<file path="src/rtl/crc_eng_pkg.sv">
package crc_eng_pkg;

    localparam int unsigned CRC_W        = 16;
    localparam int unsigned LEN_W        = 4;
    localparam int unsigned FIFO_DEEP    = 16;
    localparam int unsigned FIFO_SHALLOW = 8;
    localparam int unsigned LEN_SPLIT    = 7;

    typedef logic [CRC_W-1:0] crc_word_t;
    typedef logic [LEN_W-1:0] crc_len_t;

    typedef struct packed {
        crc_len_t  len;
        crc_word_t taps;
    } crc_cfg_t;

    typedef enum logic [1:0] {
        ENG_IDLE  = 2'd0,
        ENG_SHIFT = 2'd1,
        ENG_HOLD  = 2'd2
    } eng_state_t;

    // Ones in bit positions 0..len.
    function automatic crc_word_t width_mask(input crc_len_t len);
        crc_word_t m;
        for (int k = 0; k < CRC_W; k++) begin
            m[k] = (k <= int'(len));
        end
        return m;
    endfunction

    // One serial step of the feedback register.
    function automatic crc_word_t crc_step(input crc_word_t cur, input logic din,
                                           input crc_cfg_t cfg);
        logic      fb;
        crc_word_t nxt;
        fb     = din ^ cur[cfg.len];
        nxt[0] = fb;
        for (int k = 1; k < CRC_W; k++) begin
            nxt[k] = cur[k-1] ^ (cfg.taps[k] & fb);
        end
        return nxt & width_mask(cfg.len);
    endfunction

endpackage

</file>
<file path="src/rtl/crc_word_fifo.sv">
module crc_word_fifo
    import crc_eng_pkg::*;
#(
    parameter int unsigned DEEP    = FIFO_DEEP,
    parameter int unsigned SHALLOW = FIFO_SHALLOW,
    parameter int unsigned SPLIT   = LEN_SPLIT,
    localparam int unsigned PTR_W  = $clog2(DEEP),
    localparam int unsigned CNT_W  = PTR_W + 1
) (
    input  logic             clk,
    input  logic             rst,
    input  crc_len_t         len,
    input  logic             push,
    input  crc_word_t        push_data,
    input  logic             pop,
    input  logic             hold,
    output crc_word_t        head,
    output logic [CNT_W-1:0] count,
    output logic             full,
    output logic             empty,
    output logic             wrap,
    output logic             drained
);

    crc_word_t        mem [DEEP];
    logic [PTR_W-1:0] wr_ptr, rd_ptr;
    logic [CNT_W-1:0] depth;
    logic             push_ok, do_push;

    assign depth   = (len > LEN_W'(SPLIT)) ? CNT_W'(SHALLOW) : CNT_W'(DEEP);
    assign full    = (count == depth);
    assign empty   = (count == '0);
    assign push_ok = push && !hold;
    assign wrap    = push_ok && full;
    assign do_push = push_ok && !full;
    assign head    = mem[rd_ptr];

    function automatic logic [PTR_W-1:0] advance(input logic [PTR_W-1:0] p);
        return ({1'b0, p} == depth - CNT_W'(1)) ? '0 : p + PTR_W'(1);
    endfunction

    always_ff @(posedge clk) begin
        if (do_push) begin
            mem[wr_ptr] <= push_data;
        end
    end

    always_ff @(posedge clk) begin
        if (rst) begin
            wr_ptr  <= '0;
            rd_ptr  <= '0;
            count   <= '0;
            drained <= 1'b0;
        end else begin
            drained <= (count == CNT_W'(1)) && pop && !do_push && !wrap;
            if (wrap) begin
                count  <= '0;
                rd_ptr <= wr_ptr;
            end else begin
                if (do_push) wr_ptr <= advance(wr_ptr);
                if (pop)     rd_ptr <= advance(rd_ptr);
                case ({do_push, pop})
                    2'b10:   count <= count + CNT_W'(1);
                    2'b01:   count <= count - CNT_W'(1);
                    default: count <= count;
                endcase
            end
        end
    end

    assert_wrap_empties_R6: assert property (@(posedge clk) disable iff (rst)
        (push && !hold && full) |=> (empty && !drained));

    assert_push_pop_balance_R3: assert property (@(posedge clk) disable iff (rst)
        (do_push && pop) |=> $stable(count));

    assert_pop_needs_word_R4: assert property (@(posedge clk) disable iff (rst)
        pop |-> !empty);

endmodule

</file>
<file path="src/rtl/crc_bit_ctrl.sv">
module crc_bit_ctrl
    import crc_eng_pkg::*;
(
    input  logic     clk,
    input  logic     rst,
    input  crc_len_t len,
    input  logic     run,
    input  logic     restart,
    output crc_len_t bit_sel,
    output logic     pop
);

    crc_len_t pos;

    assign pop     = run && (pos == len);
    assign bit_sel = len - pos;

    always_ff @(posedge clk) begin
        if (rst || restart) begin
            pos <= '0;
        end else if (pop) begin
            pos <= '0;
        end else if (run) begin
            pos <= pos + LEN_W'(1);
        end
    end

    assert_word_restart_R5: assert property (@(posedge clk) disable iff (rst)
        pop |=> (bit_sel == len));

    assert_pos_frozen_R8: assert property (@(posedge clk) disable iff (rst)
        (!run && !restart) |=> $stable(pos));

endmodule

</file>
<file path="src/rtl/crc_lfsr.sv">
module crc_lfsr
    import crc_eng_pkg::*;
(
    input  logic      clk,
    input  logic      rst,
    input  crc_cfg_t  cfg,
    input  logic      run,
    input  logic      din,
    input  logic      seed_ld,
    input  crc_word_t seed,
    output crc_word_t crc_q
);

    always_ff @(posedge clk) begin
        if (rst) begin
            crc_q <= '0;
        end else if (run) begin
            crc_q <= crc_step(crc_q, din, cfg);
        end else if (seed_ld) begin
            crc_q <= seed & width_mask(cfg.len);
        end
    end

    assert_quiet_register_R4: assert property (@(posedge clk) disable iff (rst)
        (!run && !seed_ld) |=> $stable(crc_q));

endmodule

</file>
<file path="src/rtl/crc_serial_engine.sv">
module crc_serial_engine
    import crc_eng_pkg::*;
(
    input  logic        clk,
    input  logic        rst,
    input  logic [3:0]  poly_len,
    input  logic [15:0] tap_mask,
    input  logic        go,
    input  logic        word_wr,
    input  logic [15:0] word_data,
    input  logic        seed_wr,
    input  logic [15:0] seed_data,
    input  logic        suspend,
    input  logic        idle,
    input  logic        stop_in_idle,
    output logic [4:0]  word_count,
    output logic        fifo_full,
    output logic        fifo_empty,
    output logic [15:0] crc_value,
    output logic        crc_irq
);

    crc_cfg_t   cfg;
    eng_state_t state;
    crc_word_t  head, crc_raw;
    crc_len_t   bit_sel;
    logic       hold, run, pop, wrap, seed_ld;

    assign cfg.len  = poly_len;
    assign cfg.taps = tap_mask;
    assign hold     = suspend || (idle && stop_in_idle);

    always_comb begin
        if (hold)                    state = ENG_HOLD;
        else if (go && !fifo_empty)  state = ENG_SHIFT;
        else                         state = ENG_IDLE;
    end

    assign run     = (state == ENG_SHIFT) && !wrap;
    assign seed_ld = seed_wr && !go && !hold;

    crc_word_fifo u_fifo (
        .clk       (clk),
        .rst       (rst),
        .len       (cfg.len),
        .push      (word_wr),
        .push_data (word_data),
        .pop       (pop),
        .hold      (hold),
        .head      (head),
        .count     (word_count),
        .full      (fifo_full),
        .empty     (fifo_empty),
        .wrap      (wrap),
        .drained   (crc_irq)
    );

    crc_bit_ctrl u_ctrl (
        .clk     (clk),
        .rst     (rst),
        .len     (cfg.len),
        .run     (run),
        .restart (wrap),
        .bit_sel (bit_sel),
        .pop     (pop)
    );

    crc_lfsr u_lfsr (
        .clk     (clk),
        .rst     (rst),
        .cfg     (cfg),
        .run     (run),
        .din     (head[bit_sel]),
        .seed_ld (seed_ld),
        .seed    (seed_data),
        .crc_q   (crc_raw)
    );

    assign crc_value = crc_raw & width_mask(cfg.len);

    assert_irq_on_drain_R7: assert property (@(posedge clk) disable iff (rst)
        crc_irq |-> ((word_count == 5'd0) && ($past(word_count) == 5'd1)));

    assert_hold_freeze_R8: assert property (@(posedge clk) disable iff (rst)
        hold |=> ($stable(word_count) && $stable(crc_raw)));

    assert_irq_single_R7: assert property (@(posedge clk) disable iff (rst)
        crc_irq |=> !crc_irq);

endmodule

</file>
<file path="config.mk">
export PLATFORM = sky130hd
export DESIGN_NAME = crc_serial_engine
export DESIGN_NICKNAME = d
export VERILOG_FILES = /design/src/rtl/crc_eng_pkg.sv /design/src/rtl/crc_word_fifo.sv /design/src/rtl/crc_bit_ctrl.sv /design/src/rtl/crc_lfsr.sv /design/src/rtl/crc_serial_engine.sv
export SDC_FILE = /design/constraint.sdc
export NUM_CORES = 1
export LEC_CHECK = 0
export ABC_AREA = 1
export BUFFER_PORTS_ARGS = -buffer_cell sky130_fd_sc_hd__buf_2
export CORE_MARGIN = 1
export CORE_UTILIZATION = 45
export DETAILED_ROUTE_END_ITERATION = 8
export PLACE_DENSITY = 0.62
export SLEW_MARGIN = 20
export SYNTH_ARGS = -nofsm -noshare
export SYNTH_HDL_FRONTEND = slang
export SYNTH_HIERARCHICAL = 1
export SYNTH_SLANG_ARGS = --single-unit
export TNS_END_PERCENT = 100
</file>
<file path="constraint.sdc">
create_clock -name clk -period 6.41 [get_ports clk]
set_clock_uncertainty 0.1 [all_clocks]
set_input_delay 0.9615 -clock clk [delete_from_list [all_inputs] [get_ports clk]]
set_output_delay 0.9615 -clock clk [all_outputs]
set_load 0.005 [all_outputs]
</file>
# After elaboration in Yosys (flattened, before gate mapping)
# Memory sizes are Yosys's and may differ from the RTL's. A register that Yosys moved wholly into a read port is not among the register bits.
# Index checks and enable logic that the tools add are counted.
# classes
addsub	7
n_lt_le_gt_ge	18
eq_ne	8
mux	18
bitwise	35
n_reduce_logical	27
# ops
cell	n
16-bit bitwise AND	3
4-bit <= comparator, first input constant	8
16-bit two-way mux	2
4-bit two-way mux	6
3-bit by 4-bit <= comparator with 1-bit output, first input constant	4
1-bit bitwise XOR	16
1-bit bitwise AND	15
4-bit by 1-bit adder with 4-bit output, second input constant	3
1-bit logical AND	12
4-bit by 5-bit equality test with 1-bit output	2
4-bit by 5-bit < comparator with 1-bit output, second input constant	2
5-bit one-hot mux with 2 select lines	1
5-bit by 1-bit subtractor with 5-bit output, second input constant	2
1-bit binary-select mux with 4-bit select	2
2-bit by 4-bit <= comparator with 1-bit output, first input constant	2
1-bit zero test	6
2-bit nonzero test	3
5-bit by 1-bit adder with 5-bit output, second input constant	1
5-bit by 1-bit equality test with 1-bit output, second input constant	1
5-bit equality test	1
5-bit zero test	1
1-bit two-way mux	5
5-bit two-way mux	1
2-bit by 1-bit equality test with 1-bit output, second input constant	2
other kinds (10)	12
# totals
reg_bits	34
ramBits	256
input_bits	60
out_inout_bits	24
elab_cells	120
mem_count	1
# memory_table
name	depth	word_bits	read_ports	rd_ports_with_merged_regs	wr	line	source
u_fifo.mem	16	16	1	1	1	crc_word_fifo.sv:25	crc_word_t mem [DEEP];

# Longest topological paths before layout
# Gate-level depths: netlist (run 1).
# logic_depth
depth_word	12
depth_mapped	22
ltp_nobuf	19

# By module
# The synthesis (run 1) kept the hierarchy.
# by_module_without_submodules
mod	instances	cells_each	area_each_um2	seq_area_each_um2
crc_word_fifo	1	975	11521.0	8047.7
crc_lfsr	1	252	1442.6	320.3
crc_serial_engine	1	89	421.7	0.0
crc_bit_ctrl	1	54	371.6	80.1

# Worst setup path after synthesis (run 1)
# Ideal clock, no wire load.
# synth_timing
path_kind	in2reg
from	in idle
to	reg u_fifo.count[4]
setup_time_ps	70
arrival_time_ps	3220
required_time_ps	6240
setup_slack_ps	3020
stages	17
n_path_buf	1
cell_sequence	a21o_1 > nor2_2 > nand4_4 > inv_1 > nor4_1 > buf_6 > nand2_2 > nor2_2 > nand2_2 > inv_1 > ha_1 > inv_1 > nor2_1 > nor2_1 > o211ai_1 > or2_2 > a21oi_1
# synth_via
elab_chain_len	10
word_cells_on_any_way	16
classes_between	3 x eq/ne; 2 x mux; 11 x reduce/logical
# synth_rtl
item	line	source
from (decl)	crc_serial_engine.sv:14	input logic idle,
1-bit logical AND (*)	crc_serial_engine.sv:31	assign hold = suspend || (idle && stop_in_idle);
1-bit logical OR (*)	crc_serial_engine.sv:31	
1-bit zero test (*)	crc_word_fifo.sv:33	assign push_ok = push && !hold;
1-bit logical AND (*)	crc_word_fifo.sv:33	
1-bit logical AND (*)	crc_word_fifo.sv:34	assign wrap = push_ok && full;
named net wrap	crc_serial_engine.sv:27	logic hold, run, pop, wrap, seed_ld;
1-bit zero test (*)	crc_serial_engine.sv:39	assign run = (state == ENG_SHIFT) && !wrap;
1-bit logical AND (*)	crc_serial_engine.sv:39	
named net run	crc_serial_engine.sv:27	
1-bit logical AND (*)	crc_bit_ctrl.sv:15	assign pop = run && (pos == len);
named net pop	crc_serial_engine.sv:27	
2-bit by 1-bit equality test with 1-bit output / 2-bit equality test (equally long branches)	crc_word_fifo.sv:62	case ({do_push, pop})
5-bit one-hot mux with 2 select lines / 2-bit nonzero test (equally long branches)	-	
to (signal assigned)	crc_word_fifo.sv:63	2'b10: count <= count + CNT_W'(1);
to (signal assigned)	crc_word_fifo.sv:64	2'b01: count <= count - CNT_W'(1);
to (signal assigned)	crc_word_fifo.sv:65	default: count <= count;
to (decl)	crc_word_fifo.sv:18	output logic [CNT_W-1:0] count,
# The timed path passes the listed nets; every way through them passes the cells marked *.
# A chain may end at the register's enable or synchronous reset.

==> reports/metrics.yaml, run 1 <==
status:
  outcome: "complete, no violations"
floorplanning:
  die_area_mm2: 0.0313
  initial_utilization_pct: 46.0
  design.core.area_mm2: 0.0299
  ios: 84
  num_rows: 63
  dieHeight_um: 177
  die_x_um: 177
cts:
  post_cts_buffers: 0
  cts_tree: "done"
  cts.reportedPaths.clkPinSlew_ns: 0.06
  cts_max_level: 1
  insertion_delay_ns: 0.57
  cts_resized: 0
  cts_root_buf: "clkbuf_16"
  numCtsBuffers: 31
  cts_buffer_depth: 3
  ctsHoldBuffers: 0
  cts_sinks: 294
critical_path:
  crit_path_cell_trace: "buf_4 -> clkinv_1 -> buf_4 -> nand3_1 -> nand3_1 -> nand2_1 -> inv_1 -> nand2_2 -> nand3_1 -> nand3_1 -> nand3_1 -> nand2_1 -> inv_1 -> nand2_2 -> nand3_1 -> nand2_1 -> nand3_1 -> nand2_1 -> a21oi_2"
  endpoint_kind: "flip-flop"
  startpoint_type: "flip-flop"
  critPathKind: "flip-flop to flip-flop"
  cp_max_fo: 33
  max_stage_delay_ns: 0.73
  path_buf_inv: 5
  crit_family: "buffers and inverters"
  required_ns: 6.72
  crit_slowest_cell: "clkinv_1"
  ff2ff_setup_slack_ns: 2.40
  arrival_ns: 4.32
  cpMostUsedCell: "nand3_1"
cells_and_area:
  area_growth_pct: 13.5
  fin_cells: 1857
  final_nets: 1516
  drive_gt1_share_pct: 16.1
sta:
  report.final.setup_viol: 0
  period_share_pct: 62.6
  hold_viol: 0
  period_needed_ns: 4.01
  tightestPinTransition_ns: 1.02
  rsz0062_at_grt: "false"
  fin_hold_ws_ns: 0.397
  slew_viol_final: 0
  fin_setup_tns_ns: 0
  fmax_mhz: 249
  max_slew_margin_pct: 32.1
placement:
  dp.cells: 1798
  io_buffer_count: 82
  globalplace.congestion: 0.874
  dp_hpwl_um: 19100
global_routing:
  grtUsageTotal_pct: 20.7
  antenna_found_initial: 3
  grt_max_degree: 111
  grt_pass1_wl_um: 50100
  grt.overflow.total: 0
  grt_pass1_vias: 9037
routing:
  routed_wl_um: 32100
  first_pass_iters: 5
  ant_nets: 0
  viasPerCell: 5.31
  routedWlPerCell_um: 17.3
  vias: 9858
  drt-initial-drc-count: 757
  drc: 0
power_and_ir_drop:
  power.leakage_uw: 0.00590
  ir_drop_mv: 0.227
  powerDensity_mw_per_mm2: 269
synthesis:
  yosysTopAreaCell: "edfxtp_1"
  synthCells: 1370
  yosys_warnings: 6
  synth_seq_cells: 294
  ys_top_cells_by_area: "edfxtp_1, nand2_1, nand3_1"
  syn_avg_cell_area_um2: 10.0
  syn_area_mm2: 0.0138
  synthDistinctLibCells: 43
  async_reset_ff_share_pct: 0
  synth-edff-count: 256
  syn_nets: 1445
  synth.most_common_cell: "edfxtp_1"
  ys.flop_type: "edfxtp_1"
  ys_top_cells_by_count: "edfxtp_1, nand2_1, inv_1"
  synth_top_cell_area_share_pct: 55.9
  ys_seq_area_share_pct: 61.4
worst_hold_path:
  hold_path_startpoint: "u_lfsr/crc_q[15]"
  hold_class: "flip-flop to flip-flop"
job:
  drv_cap: 0
-- path summary, 6_finish.rpt --
| kind | end | cells past startpoint |
|---|---|---|
| hold reg to reg | u_lfsr/crc_q[15] | 2 |
| setup reg to reg | u_lfsr/crc_q[2] | 19 |
| hold / removal | u_lfsr/crc_q[15] | 2 |
| setup / recovery | u_lfsr/crc_q[2] | 19 |
-- metrics by stage --
step           total power [uW]  utilization (%)  setup WS [ns]  cell area (um^2)
4_1_cts                    4250             52.3           2.37             15600
3_5_place_dp               2350             48.6           2.14             14500
2_1_floorplan              2270                -           3.02             13800
5_1_grt                    4330             52.3           2.07             15600
6_report                   4210             52.3           2.40             15600
3_3_place_gp               2340             48.6           2.14             14500
-- worst min-delay path, stage by stage (launching register included) --
cell and delay [ns]:
dfxtp_1 0.33, nand2_1 0.07, a21oi_1 0.06
-- power breakdown --
group	switching (uW)	internal [uW]
sequential	9.24	2090
combinational	143	63.1
clock	757	1140
-- registers in the layout (all words and copies together) (netlist names), named ones only --
register	cells
u_ctrl/pos	4
u_fifo/count	5
u_fifo/drained	1
u_fifo/mem	256
u_fifo/rd_ptr	4
u_fifo/wr_ptr	4
u_lfsr/crc_q	16
-- placed cells by master, fill, tap and decap left out, drive strengths merged --
cell,count
edfxtp,256
o31a,1
nor2,71
diode,1
a211oi,3
nand2,259
xnor2,2
o211ai,67
buf,105
or2,2
bufinv,6
nor3,9
clkinvlp,3
fa,1
xor2,2
ha,14
nand3b,3
nand3,173
nand4,8
nor4,2
a21boi,2
a21oi,97
o211a,1
nor3b,1
o21ai,75
inv,215
a21o,1
clkinv,15
a31oi,1
clkbuf,32
dfxtp,38
o22ai,1
-- logic make-up (layout without fill, tap and decap cells) --
family	after synthesis	count (layout)	synth area share (%)
flip-flops	294	294	61.4
other	0	1	0
buffers and inverters	280	376	8.65
AO/OA/AOI/OAI	249	249	10.9
adder cells (fa/ha/maj)	15	15	1.42
AND/OR/NAND/NOR	528	528	17.4
XOR/XNOR	4	4	0.255
-- layer usage --
layer	wire, um	track usage [%]	up-vias
met5	13	0	-
met4	777	6.39	2
met3	1870	2.68	66
met2	14600	32.7	295
met1	14800	29.6	4668
li1	-	-	4827
-- cell type report --
class	instances	area (um^2)
Tap cell	390	488
Sequential cell	294	8460
Inverter	213	807
Clock inverter	26	309
Multi-Input combinational cell	796	4170
Clock buffer	32	790
Timing Repair Buffer	105	596
Antenna cell	1	2.50
Fill cell	2681	14300
Power figures use the tool's default switching activity.
==> run 2, diff against run 1 <==
==> constraint.sdc (replaced) <==
create_clock -name clk -period 3.7 [get_ports clk]
set_clock_uncertainty 0.1 [all_clocks]
set_input_delay 0.555 -clock clk [delete_from_list [all_inputs] [get_ports clk]]
set_output_delay 0.555 -clock clk [all_outputs]
set_load 0.005 [all_outputs]
==> run 2 against run 1 <==
Register-to-register slack got worse by 1.9 ns. Combinational power increased by 77%. Final cell count increased by 0.81%. Sequential cell count unchanged. Core utilization increased by 0.36 points. Global-route usage increased by 0.38 points. Sequential power increased by 73%. Cell area increased by 0.69%. Die area unchanged. Critical path depth decreased by 1. Hold slack got worse by 0.21 ns. Largest cell class unchanged. Highest routed layer is now met4.
==> reports/metrics.yaml, run 2 (synthesized netlist as in run 1, its figures left out) <==
critical_path:
  cp_max_fo: 42
  required_ns: 4.02
  max_stage_delay_ns: 0.64
  crit_family: "simple AND/OR/NAND/NOR gates"
  crit_slowest_cell: "dfxtp_4"
  crit_path_cell_trace: "buf_4 -> o211ai_1 -> nand3_1 -> nand3_1 -> nand2_1 -> inv_1 -> nand2_1 -> nand3_1 -> nand3_1 -> nand3_1 -> nand2_1 -> inv_1 -> nand2_2 -> nand3_1 -> nand2_1 -> nand3_1 -> nand2_1 -> a21oi_2"
  critPathKind: "flip-flop to flip-flop"
  cpMostUsedCell: "nand3_1"
  arrival_ns: 3.48
  path_buf_inv: 3
  endpoint_kind: "flip-flop"
  startpoint_type: "flip-flop"
cells_and_area:
  final_nets: 1532
  regArea_mm2: 0.00846
  most-common-layout-cells: "edfxtp_1, nand2_1, inv_1"
  largest_register_ffs: 256
  fin_area_mm2: 0.0157
  multiInputGateArea_mm2: 0.00417
  largest_register: "u_fifo/mem"
  drive_gt1_share_pct: 16.0
  largestRegisters: "u_fifo/mem x256, u_lfsr/crc_q x16, u_fifo/count x5"
  layout_commonest_cell: "edfxtp_1"
  area_growth_pct: 14.3
  fillers: 2630
routing:
  routedWlPerCell_um: 17.4
  vias: 9766
  drt-initial-drc-count: 733
  first_pass_iters: 5
  routed_wl_um: 32600
  ant_nets: 0
  drc: 0
  viasPerCell: 5.22
sta:
  fmax_mhz: 317
  fin_hold_ws_ns: 0.183
  period_share_pct: 85.3
  fin_setup_tns_ns: 0
  report.final.setup_viol: 0
  tightestPinTransition_ns: 0.642
  slew_viol_final: 0
  period_needed_ns: 3.16
  hold_viol: 0
  max_slew_margin_pct: 57.1
  rsz0062_at_grt: "false"
cts:
  cts_buffer_depth: 3
  numCtsBuffers: 31
  cts_max_level: 1
  cts_root_buf: "clkbuf_16"
  ctsHoldBuffers: 0
  cts_sinks: 294
  cts_tree: "done"
  cts.reportedPaths.clkPinSlew_ns: 0.06
  insertion_delay_ns: 0.55
  post_cts_buffers: 0
  cts_resized: 0
global_routing:
  grt_max_degree: 59
  grt_pass1_wl_um: 50500
  grt.overflow.total: 0
  grt_pass1_vias: 9198
  grtUsageTotal_pct: 21.1
  antenna_found_initial: 2
placement:
  globalplace.congestion: 0.851
  io_buffer_count: 82
  dp_hpwl_um: 19400
  placed_cell_area_mm2: 0.0147
floorplanning:
  die_area_mm2: 0.0313
  initial_utilization_pct: 46.0
  die_x_um: 177
  dieHeight_um: 177
  ios: 84
  design.core.area_mm2: 0.0299
  num_rows: 63
worst_hold_path:
  hold_class: "primary input to flip-flop"
status:
  outcome: "complete, no violations"
power_and_ir_drop:
  power.leakage_uw: 0.00594
  ir_drop_mv: 0.344
  powerDensity_mw_per_mm2: 452
job:
  drv_cap: 0
-- run 2: layout make-up --
cell class | count | share of cell area [%]
Tap cell | 390 | 3.10
Antenna cell | 2 | 0.0318
Clock inverter | 15 | 1.24
Timing Repair Buffer | 121 | 5.03
Inverter | 213 | 5.13
Multi-Input combinational cell | 796 | 26.5
Sequential cell | 294 | 53.8
Clock buffer | 41 | 5.17
-- run 2: worst paths after layout --
kind	from	to	slack [ns]	depth (start not counted)
max	flip-flop	u_lfsr/crc_q[14]	0.54	18
min	seed_data[0]	u_lfsr/crc_q[0]	0.18	3
max reg2reg	flip-flop	u_lfsr/crc_q[14]	0.54	18
min reg2reg	u_lfsr/crc_q[15]	u_lfsr/crc_q[15]	0.40	2
-- run 2: stage by stage --
stage	setup slack, ns	utilization, %	cells	power, uW
2_1_floorplan	0.716	-	1370	3930
5_1_grt	0.179	52.6	1872	7330
4_1_cts	0.566	52.6	1870	7150
3_3_place_gp	0.539	49.2	1814	4060
3_5_place_dp	0.485	49.2	1814	4070
6_report	0.544	52.6	1872	7110
-- run 2: power by group --
part           internal [uW]  leakage (uW)  total (uW)  switching [uW]
Combinational            113       0.00285         365             252
Clock                   1880      0.000482        3100            1230
Sequential              3620       0.00261        3640            15.4
-- run 2: worst register-to-register path: stages, from the launching register on --
cell	delay [ns]
dfxtp_4	0.64
buf_4	0.43
o211ai_1	0.17
nand3_1	0.10
nand3_1	0.08
nand2_1	0.11
inv_1	0.04
nand2_1	0.05
nand3_1	0.09
nand3_1	0.10
nand3_1	0.07
nand2_1	0.18
inv_1	0.11
nand2_2	0.32
nand3_1	0.14
nand2_1	0.09
nand3_1	0.07
nand2_1	0.09
a21oi_2	0.05
-- run 2: metal layers --
metal / global-route usage, % / wire length, um
met1: 29.4 / 14400
met2: 34.5 / 15600
met3: 2.71 / 2030
met4: 5.71 / 557
met5: 0 / 0
==> run 3, diff against run 2 <==
--- a/config.mk
+++ b/config.mk
@@ -9,7 +9,9 @@
 export BUFFER_PORTS_ARGS = -buffer_cell sky130_fd_sc_hd__buf_2
 export CORE_MARGIN = 1
 export CORE_UTILIZATION = 45
+export CTS_BUF_LIST = sky130_fd_sc_hd__clkbuf_8
 export DETAILED_ROUTE_END_ITERATION = 8
+export HOLD_SLACK_MARGIN = 0.12
 export PLACE_DENSITY = 0.62
 export SLEW_MARGIN = 20
 export SYNTH_ARGS = -nofsm -noshare
==> run 3 against run 2 <==
Via count up 1.4%. Hold slack got worse by 0.0045 ns. Fmax is 0.27% lower. Count of clock-buffer cells in the layout grew 8. Final cell count increased by 1.4%. Sequential power hardly changed. Critical path depth stayed put. Global-route usage up 0.25 points. Power shrank 7.1%. Combinational power barely moved. Critical endpoint unchanged. Highest routed layer unchanged.
==> reports/metrics.yaml, run 3 (synthesized netlist as in run 1, its figures left out) <==
status:
  outcome: "complete, no violations"
routing:
  ant_nets: 0
  drt-initial-drc-count: 846
  routedWlPerCell_um: 17.3
  drc: 0
  first_pass_iters: 5
  vias: 9907
  viasPerCell: 5.22
  routed_wl_um: 32800
critical_path:
  required_ns: 4.03
  critPathKind: "flip-flop to flip-flop"
  cp-endpoint: "u_lfsr/crc_q[14]"
  endpoint_kind: "flip-flop"
  r2r-end: "u_lfsr/crc_q[14]"
  startpoint_type: "flip-flop"
  arrival_ns: 3.49
  r2r.worst_path.cells: 18
  ff2ff_setup_slack_ns: 0.54
  cp_max_fo: 42
worst_hold_path:
  hold_class: "primary input to flip-flop"
global_routing:
  grt_pass1_vias: 9343
  grt_max_degree: 59
  grt_pass1_wl_um: 50900
  grt.overflow.total: 0
  grtUsageTotal_pct: 21.3
  antenna_found_initial: 0
sta:
  fin_setup_tns_ns: 0
  max_slew_margin_pct: 57.9
  slew_viol_final: 0
  period_needed_ns: 3.16
  rsz0062_at_grt: "false"
  period_share_pct: 85.5
  tightestPinTransition_ns: 0.631
  report.final.setup_viol: 0
  fmax_mhz: 316
  hold_viol: 0
cells_and_area:
  fin_area_mm2: 0.0156
  fillers: 2638
  most-common-layout-cells: "edfxtp_1, nand2_1, inv_1"
  final_nets: 1550
  layout_commonest_cell: "edfxtp_1"
  largest_register_ffs: 256
  num_antenna_cells: 0
  drive_gt1_share_pct: 16.7
  largestRegisters: "u_fifo/mem x256, u_lfsr/crc_q x16, u_fifo/count x5"
  regArea_mm2: 0.00846
  area_growth_pct: 13.3
  largest_register: "u_fifo/mem"
  multiInputGateArea_mm2: 0.00417
floorplanning:
  design.core.area_mm2: 0.0299
  die_x_um: 177
  ios: 84
  initial_utilization_pct: 46.0
  die_area_mm2: 0.0313
  dieHeight_um: 177
  num_rows: 63
cts:
  cts_max_level: 2
  cts_tree: "done"
  cts_buffer_depth: 3
  numCtsBuffers: 49
  cts_resized: 0
  insertion_delay_ns: 0.56
  ctsHoldBuffers: 0
  cts_sinks: 294
  post_cts_buffers: 0
  cts_root_buf: "clkbuf_8"
  cts.reportedPaths.clkPinSlew_ns: 0.06
placement:
  dp_hpwl_um: 19400
  io_buffer_count: 82
  placed_cell_area_mm2: 0.0147
  globalplace.congestion: 0.851
power_and_ir_drop:
  power.leakage_uw: 0.00597
  powerDensity_mw_per_mm2: 424
  ir_drop_mv: 0.257
job:
  drv_cap: 0
[run 3: where the power goes]
group	leakage (uW)	internal [uW]	switching, uW
Combinational	0.00285	113	252
Sequential	0.00261	3620	15.5
Clock	0.000514	1370	1230
[run 3: stage by stage]
step | setup slack [ns] | cells | hold slack (ns) | utilization [%] | power, uW
after floorplan | 0.716 | 1370 | 0.359 | - | 3930
after global placement | 0.539 | 1814 | 0.387 | 49.2 | 4060
after detailed placement | 0.485 | 1814 | 0.388 | 49.2 | 4070
after CTS | 0.570 | 1898 | 0.149 | 52.2 | 6680
after global routing | 0.173 | 1898 | 0.172 | 52.2 | 6870
final | 0.535 | 1898 | 0.178 | 52.2 | 6600
[run 3: layout make-up]
class                   count  area share, %
flip-flops and latches    294           54.3
multi-input cells         796           26.7
inverters                 213           5.18
repair buffers            121           5.08
clock buffers              49           4.33
well taps                 390           3.13
clock inverters            35           1.28
[run 3: worst max-delay path, stage by stage, from the launching register on]
cell and delay [ns]:
dfxtp_4 0.64, buf_4 0.42, o21ai_0 0.19, nand3_1 0.11, nand3_1 0.08, nand2_1 0.08, nand2_1 0.06, nand2_1 0.09
nand2_1 0.06, nand3_2 0.06, nand3_1 0.07, nand2_1 0.18, inv_1 0.11, nand2_2 0.32, nand3_1 0.14, nand2_1 0.09
nand3_1 0.07, nand2_1 0.09, a21oi_2 0.05
[run 3: layer usage]
metal  up-vias  global-route usage, %  share of wire, %
met5         -                      0                 0
met4         0                   6.50               1.6
met3        39                   3.48               5.9
met2       312                   34.8                47
met1      4666                   29.1                45
li1       4890                      -                 -
[run 3: worst min path at each step]
stage,to,cells past startpoint,from,slack [ns]
floorplan,u_lfsr/crc_q[15],2,u_lfsr/crc_q[15],0.36
global placement,u_lfsr/crc_q[15],2,u_lfsr/crc_q[15],0.39
detailed placement,u_lfsr/crc_q[15],2,u_lfsr/crc_q[15],0.39
CTS,u_lfsr/crc_q[0],3,seed_data[0],0.15
global route,u_lfsr/crc_q[0],3,seed_data[0],0.17
finish,u_lfsr/crc_q[0],3,seed_data[0],0.18
